File: config.mk
export PLATFORM = sky130hd
export DESIGN_NAME = sys_counter
export DESIGN_NICKNAME = d
export VERILOG_FILES = /design/src/rtl/sys_counter_pkg.sv /design/src/rtl/sys_counter_delay.sv /design/src/rtl/sys_counter_core.sv /design/src/rtl/sys_counter_cmp.sv /design/src/rtl/sys_counter.sv
export SDC_FILE = /design/constraint.sdc
export NUM_CORES = 1
export LEC_CHECK = 0
export ABC_AREA = 1
export BUFFER_PORTS_ARGS = -buffer_cell sky130_fd_sc_hd__buf_4
export CAP_MARGIN = 40
export CORE_MARGIN = 2
export CORE_UTILIZATION = 45
export CTS_CLUSTER_SIZE = 12
export DETAILED_ROUTE_END_ITERATION = 8
export SLEW_MARGIN = 25
export SYNTH_ARGS = -nofsm -noshare
export SYNTH_HDL_FRONTEND = slang
export SYNTH_HIERARCHICAL = 1
export SYNTH_SLANG_ARGS = --single-unit
File: constraint.sdc
create_clock -name clk -period 5.4 [get_ports clk]
set_input_delay 1.62 -clock clk [delete_from_list [all_inputs] [get_ports clk]]
set_output_delay 1.62 -clock clk [all_outputs]
set_load 0.01 [all_outputs]
File: src/rtl/sys_counter_pkg.sv
package sys_counter_pkg;
   typedef enum logic {
      CMP_ONESHOT  = 1'b0,
      CMP_PERIODIC = 1'b1
   } cmp_mode_e;
endpackage

File: src/rtl/sys_counter_delay.sv
// Restartable fixed-latency tracker: fire pulses LAT edges after start.
module sys_counter_delay #(
   parameter int LAT = 3
) (
   input  logic clk,
   input  logic rst_n,
   input  logic start,
   output logic fire
);
   localparam int CW = $clog2(LAT + 1);

   if (LAT < 1) begin : g_bad_lat
      $error("sys_counter_delay: LAT must be at least 1");
   end

   logic [CW-1:0] left_q;

   always_ff @(posedge clk or negedge rst_n) begin
      if (!rst_n)               left_q <= '0;
      else if (start)           left_q <= CW'(LAT);
      else if (left_q != '0)    left_q <= left_q - 1'b1;
   end

   assign fire = (left_q == CW'(1));
endmodule

File: src/rtl/sys_counter_core.sv
// Counter, staged load and snapshot capture.
module sys_counter_core #(
   parameter int CNT_W    = 52,
   parameter int SYNC_LAT = 3
) (
   input  logic             clk,
   input  logic             rst_n,
   input  logic             run_en,
   input  logic [CNT_W-1:0] load_val,
   input  logic             load_stb,
   input  logic             snap_req,
   output logic [CNT_W-1:0] cnt_q,
   output logic             ld_fire,
   output logic [CNT_W-1:0] snap_q,
   output logic             snap_valid_q
);
   logic [CNT_W-1:0] stage_q;
   logic             snap_fire;

   sys_counter_delay #(.LAT(SYNC_LAT)) u_ld_dly (
      .clk(clk), .rst_n(rst_n), .start(load_stb), .fire(ld_fire)
   );

   sys_counter_delay #(.LAT(SYNC_LAT)) u_snap_dly (
      .clk(clk), .rst_n(rst_n), .start(snap_req), .fire(snap_fire)
   );

   always_ff @(posedge clk or negedge rst_n) begin
      if (!rst_n)        stage_q <= '0;
      else if (load_stb) stage_q <= load_val;
   end

   always_ff @(posedge clk or negedge rst_n) begin
      if (!rst_n)       cnt_q <= '0;
      else if (ld_fire) cnt_q <= stage_q;
      else if (run_en)  cnt_q <= cnt_q + 1'b1;
   end

   always_ff @(posedge clk or negedge rst_n) begin
      if (!rst_n) begin
         snap_q       <= '0;
         snap_valid_q <= 1'b0;
      end else if (snap_req) begin
         snap_valid_q <= 1'b0;
      end else if (snap_fire) begin
         snap_q       <= cnt_q;
         snap_valid_q <= 1'b1;
      end
   end
endmodule

File: src/rtl/sys_counter_cmp.sv
// Comparator with staged target, one-shot / periodic arming and status.
module sys_counter_cmp
   import sys_counter_pkg::*;
#(
   parameter int CNT_W       = 52,
   parameter int SYNC_LAT    = 3,
   parameter bit PERIODIC_EN = 1'b1
) (
   input  logic             clk,
   input  logic             rst_n,
   input  logic [CNT_W-1:0] cnt,
   input  logic [CNT_W-1:0] tgt_val,
   input  logic [CNT_W-1:0] period_val,
   input  logic             tgt_stb,
   input  logic             cmp_en,
   input  logic             cmp_periodic,
   input  logic             irq_en,
   input  logic             irq_clr,
   output logic             match,
   output logic             irq_status_q,
   output logic             irq
);
   logic [CNT_W-1:0] pend_tgt_q, pend_per_q, eff_tgt_q, eff_per_q;
   logic             armed_q;
   logic             tgt_fire;
   cmp_mode_e        mode;

   sys_counter_delay #(.LAT(SYNC_LAT)) u_tgt_dly (
      .clk(clk), .rst_n(rst_n), .start(tgt_stb), .fire(tgt_fire)
   );

   always_ff @(posedge clk or negedge rst_n) begin
      if (!rst_n) begin
         pend_tgt_q <= '0;
         pend_per_q <= '0;
      end else if (tgt_stb) begin
         pend_tgt_q <= tgt_val;
         pend_per_q <= period_val;
      end
   end

   assign match = cmp_en && armed_q && (cnt >= eff_tgt_q);

   if (PERIODIC_EN) begin : g_periodic
      assign mode = cmp_mode_e'(cmp_periodic);
   end else begin : g_oneshot_only
      logic unused_mode;
      assign unused_mode = cmp_periodic;
      assign mode        = CMP_ONESHOT;
   end

   always_ff @(posedge clk or negedge rst_n) begin
      if (!rst_n) begin
         eff_tgt_q <= '0;
         eff_per_q <= '0;
         armed_q   <= 1'b0;
      end else if (tgt_fire) begin
         eff_tgt_q <= pend_tgt_q;
         eff_per_q <= pend_per_q;
         armed_q   <= 1'b1;
      end else if (match) begin
         if (mode == CMP_PERIODIC) eff_tgt_q <= eff_tgt_q + eff_per_q;
         else                      armed_q   <= 1'b0;
      end
   end

   always_ff @(posedge clk or negedge rst_n) begin
      if (!rst_n)       irq_status_q <= 1'b0;
      else if (match)   irq_status_q <= 1'b1;
      else if (irq_clr) irq_status_q <= 1'b0;
   end

   assign irq = irq_status_q & irq_en;
endmodule

File: src/rtl/sys_counter.sv
module sys_counter #(
   parameter int LO_W        = 32,
   parameter int HI_W        = 20,
   parameter int SYNC_LAT    = 3,
   parameter bit PERIODIC_EN = 1'b1
) (
   input  logic            clk,
   input  logic            rst_n,
   input  logic            run_en,
   input  logic [LO_W-1:0] load_lo,
   input  logic [HI_W-1:0] load_hi,
   input  logic            load_stb,
   input  logic            snap_req,
   output logic            snap_valid,
   output logic [LO_W-1:0] snap_lo,
   output logic [HI_W-1:0] snap_hi,
   input  logic [LO_W-1:0] tgt_lo,
   input  logic [HI_W-1:0] tgt_hi,
   input  logic [LO_W+HI_W-1:0] period_val,
   input  logic            tgt_stb,
   input  logic            cmp_en,
   input  logic            cmp_periodic,
   input  logic            irq_en,
   input  logic            irq_clr,
   output logic            irq_status,
   output logic            irq
);
   localparam int CNT_W = LO_W + HI_W;

   if (LO_W < 1 || HI_W < 1) begin : g_bad_w
      $error("sys_counter: word widths must be positive");
   end

   logic [CNT_W-1:0] cnt_q, snap_q;
   logic             ld_fire, match;

   sys_counter_core #(.CNT_W(CNT_W), .SYNC_LAT(SYNC_LAT)) u_core (
      .clk(clk), .rst_n(rst_n), .run_en(run_en),
      .load_val({load_hi, load_lo}), .load_stb(load_stb),
      .snap_req(snap_req), .cnt_q(cnt_q), .ld_fire(ld_fire),
      .snap_q(snap_q), .snap_valid_q(snap_valid)
   );

   sys_counter_cmp #(.CNT_W(CNT_W), .SYNC_LAT(SYNC_LAT),
                     .PERIODIC_EN(PERIODIC_EN)) u_cmp (
      .clk(clk), .rst_n(rst_n), .cnt(cnt_q),
      .tgt_val({tgt_hi, tgt_lo}), .period_val(period_val),
      .tgt_stb(tgt_stb), .cmp_en(cmp_en), .cmp_periodic(cmp_periodic),
      .irq_en(irq_en), .irq_clr(irq_clr), .match(match),
      .irq_status_q(irq_status), .irq(irq)
   );

   assign snap_lo = snap_q[LO_W-1:0];
   assign snap_hi = snap_q[CNT_W-1:LO_W];
endmodule

### Word level (Yosys, flattened, before mapping)

Cells that the tools add are included.

| storage, ports and cells | value |
|---|---|
| logic and storage cells | 59 |
| input bits | 166 |
| flip-flop bits (word level) | 373 |
| output and inout bits | 55 |

| operators by class | value |
|---|---|
| mux-type cells | 18 |
| equal/unequal tests | 4 |
| magnitude comparators | 1 |
| bitwise operators | 2 |
| reductions and logical operators | 16 |
| add/subtract/negate cells | 5 |

Operator list:

| kind | number |
|---|---|
| 2-to-1 mux 52 bit | 5 |
| adder 52 x 1 -> 52 bit (second input constant) | 1 |
| adder 52 bit | 1 |
| >= comparator 52 bit | 1 |
| nonzero test 2 bit | 11 |
| 2-to-1 mux 2 bit | 6 |
| 2-to-1 mux 1 bit | 7 |
| equality test 2 x 1 -> 1 bit (second input constant) | 3 |
| AND reduction 2 bit | 3 |
| subtractor 2 x 1 -> 2 bit (second input constant) | 3 |
| logical AND 1 bit | 2 |
| inequality test 2 x 1 -> 1 bit (second input constant) | 1 |
| bitwise AND 1 bit | 1 |
| NOT 1 bit | 1 |

### Logic depth before layout (Yosys ltp)

| depth | value |
|---|---|
| depth in word-level cells | 4 |
| depth in mapped cells | 18 |
| depth with buffers taken out | 17 |

### Cells and area by module

The synthesis kept the hierarchy.

Modules (own cells, without submodules):

| module | area an instance (um^2) | cells each | instances | seq. area each (um^2) |
|---|---|---|---|---|
| sys_counter_cmp | 14249.9 | 2090 | 1 | 5255.0 |
| sys_counter_core | 7683.6 | 869 | 1 | 3928.8 |
| sys_counter_delay | 118.9 | 15 | 3 | 50.0 |

### Least setup slack after synthesis

No wires, ideal clock.

| path | value |
|---|---|
| path type | in2out |
| from | input irq_en |
| to | output irq |
| required time | 3.780 ns |
| stages | 2 |
| data arrival time | 1.734 ns |
| path slack | 2.046 ns |
| path buffers | 0 |
| path through | nand2_1 > inv_1 |

| between the ends | value |
|---|---|
| word-level cells in the longest chain between the ends | 1 |

Ends and longest elaborated chain:

| element | RTL line | RTL |
|---|---|---|
| start, declared | sys_counter.sv:23 | `input logic irq_en,` |
| bitwise AND 1 bit | sys_counter_cmp.sv:73 | `assign irq = irq_status_q & irq_en;` |
| end, declared | sys_counter.sv:26 | `output logic irq` |

Every way passes these cells.

### Worst setup path after layout

Ends and elaborated chain as after synthesis.

==> impl_metrics.csv <==
group,metric,value,unit
layout,final_cell_mix,"1060 x nand2_1, 471 x inv_1, 373 x dfrtp_1",
setup_path,crit_top_cell,"buf_4",
floorplan,dieArea,51300,um^2
global_route,grt_remaining_overflow,0,
timing,final-max-slew-violation-count,0,
route,drt_first_pass_iters,5,
logic_synthesis,syn_nets,3280,
setup_path,worst_ep_required_time,3.78,ns
floorplan,die-height,227,um
cts,ctsRootBufferMaster,"clkbuf_16",
min_path,worstHoldPathType,"reg2reg",
place,port-buffer-count,220,
place,place.gp.congestion,0.970,
timing,fin_setup_tns,0,ns
timing,worstMarginPinSlew,0.860,ns
floorplan,start_util,0.455,
global_route,grt_usage,0.267,
setup_path,cp-start-kind,"input port",
route,wl_per_cell,17.2,um
cts,clockBufferDepth,3,
timing,whs,0.487,ns
timing,setup_violations,0,
status,status,"finished clean",
setup_path,path_buf_inv,3,
timing,max_freq,0.282,GHz
cts,clk_latency,0.58,ns
timing,fin_skew,0.0287,ns
floorplan,core-area,49000,um^2
pwr,powerDensity,552,nW/um^2
cts,cts_buffers,42,
timing,fin_crit,3.55,ns
route,first_iter_violations,1370,
floorplan,die_w,227,um
setup_path,crit_slowest_cell,"buf_4",
timing,slew_headroom,0.427,
cts,cts_hold_buf,0,
timing,hold_viol,0,
timing,post-route-period-util,0.658,
floorplan,pin_count,221,
route,wl,67100,um
setup_path,cp_max_fo,1,
global_route,grt_pass1_wl,106000,um
setup_path,crit_chain,"buf_4, nand2_1, inv_1, buf_4",
route,post-route-drc-count,0,
global_route,antenna_found_initial,0,
layout,final_common_cell,"nand2_1",
logic_synthesis,avgSynthCellArea,7.42,um^2
logic_synthesis,synth_cells,3003,
cts,path_clk_slew,0.06,ns
global_route,grt_max_degree,109,
pwr,ir_drop,0.249,mV
route,dr_total_vias,19691,
cts,cts_resized,0,
layout,diodes,0,
place,hpwl,52000,um
pwr,leakage,13.7,nW
setup_path,cp_top_family,"buffers and inverters",
logic_synthesis,yosys_warnings,6,
route,ant_nets,0,
layout,area_growth,16.7,%
setup_path,max_stage_delay,0.13,ns
floorplan,rows,81,
layout,layout-drive-gt1-share,0.135,
cts,htree_num_levels,2,
layout,fin_nets,3477,
setup_path,cp-end-kind,"primary output",
cts,post_cts_buffers,0,
route,via_per_inst,5.06,
setup_path,cp_data_arrival_time,1.93,ns
cts,cts_tree,"yes",
setup_path,critPathKind,"in2out",
job,max_cap_violations,0,
logic_synthesis,syn_area,22300,um^2
global_route,grt_pass1_vias,19148,
cts,clock_sinks,373,
timing,rsz0062_at_grt,"false",
==> worst min-delay path: cells and delay by family (launching register included) <==
family / cells / cell delay (ns)
flip-flops: 1 / 0.35
AO/OA/AOI/OAI: 1 / 0.05
AND/OR/NAND/NOR: 1 / 0.05
==> final cells by class <==
class	count	area [um^2]
fill	4813	22900
multi-input combinational	2072	10800
tap	664	831
inverter	475	1790
clock buffer	58	1170
sequential	373	9330
timing repair buffer	236	1860
clock inverter	15	223
==> path summary, 6_finish.rpt <==
kind | depth (start not counted) | end | start | slack, ns
setup / recovery | 4 | irq | irq_en | 1.85
hold / removal | 2 | u_core/snap_q[41] | u_core/snap_q[41] | 0.49
setup reg to reg | 14 | u_cmp/eff_tgt_q[4] | u_cmp/eff_tgt_q[18] | 2.39
hold reg to reg | 2 | u_core/snap_q[41] | u_core/snap_q[41] | 0.49
max in group asynchronous | 3 | u_cmp/pend_per_q[37] | rst_n | 3.11
min in group asynchronous | 1 | u_core/stage_q[0] | rst_n | 1.10
==> registers in the layout, summed over array words and instances (netlist names) <==
name / cells
u_core/u_ld_dly/left_q: 2
u_cmp/eff_per_q: 52
u_cmp/u_tgt_dly/left_q: 2
u_core/cnt_q: 52
u_cmp/pend_per_q: 52
u_core/u_snap_dly/left_q: 2
u_core/stage_q: 52
u_cmp/eff_tgt_q: 52
u_core/snap_q: 52
u_cmp/irq_status_q: 1
u_cmp/pend_tgt_q: 52
u_cmp/armed_q: 1
u_core/snap_valid_q: 1
==> metrics by stage <==
step | setup slack [ns] | instance area, um^2 | utilization | cells | power [W]
6_report | 1.85 | 26000 | 0.531 | 3893 | 0.0144
5_1_grt | 1.83 | 26000 | 0.531 | 3893 | 0.0156
4_1_cts | 1.85 | 26000 | 0.531 | 3892 | 0.0144
3_5_place_dp | 1.85 | 24600 | 0.502 | 3819 | 0.0114
3_3_place_gp | 1.82 | 24600 | 0.502 | 3819 | 0.0112
2_1_floorplan | 2.05 | 22300 | - | 3003 | 0.00903
==> routing by layer <==
metal / global-route usage / wire length [um] / vias to the layer above
met1: 0.381 / 31900 / 9252
li1: - / - / 9841
met4: 0.0866 / 2040 / 0
met5: 0 / 0 / -
met2: 0.427 / 30200 / 502
met3: 0.0259 / 3000 / 96
==> power by group <==
| group | switching [W] | internal (W) | total (W) |
|---|---|---|---|
| sequential | 0.00101 | 0.00367 | 0.00468 |
| combinational | 0.00422 | 0.00253 | 0.00675 |
| clock | 0.00117 | 0.00176 | 0.00293 |
| total | 0.00641 | 0.00795 | 0.0144 |
Power figures use the tool's default switching activity.
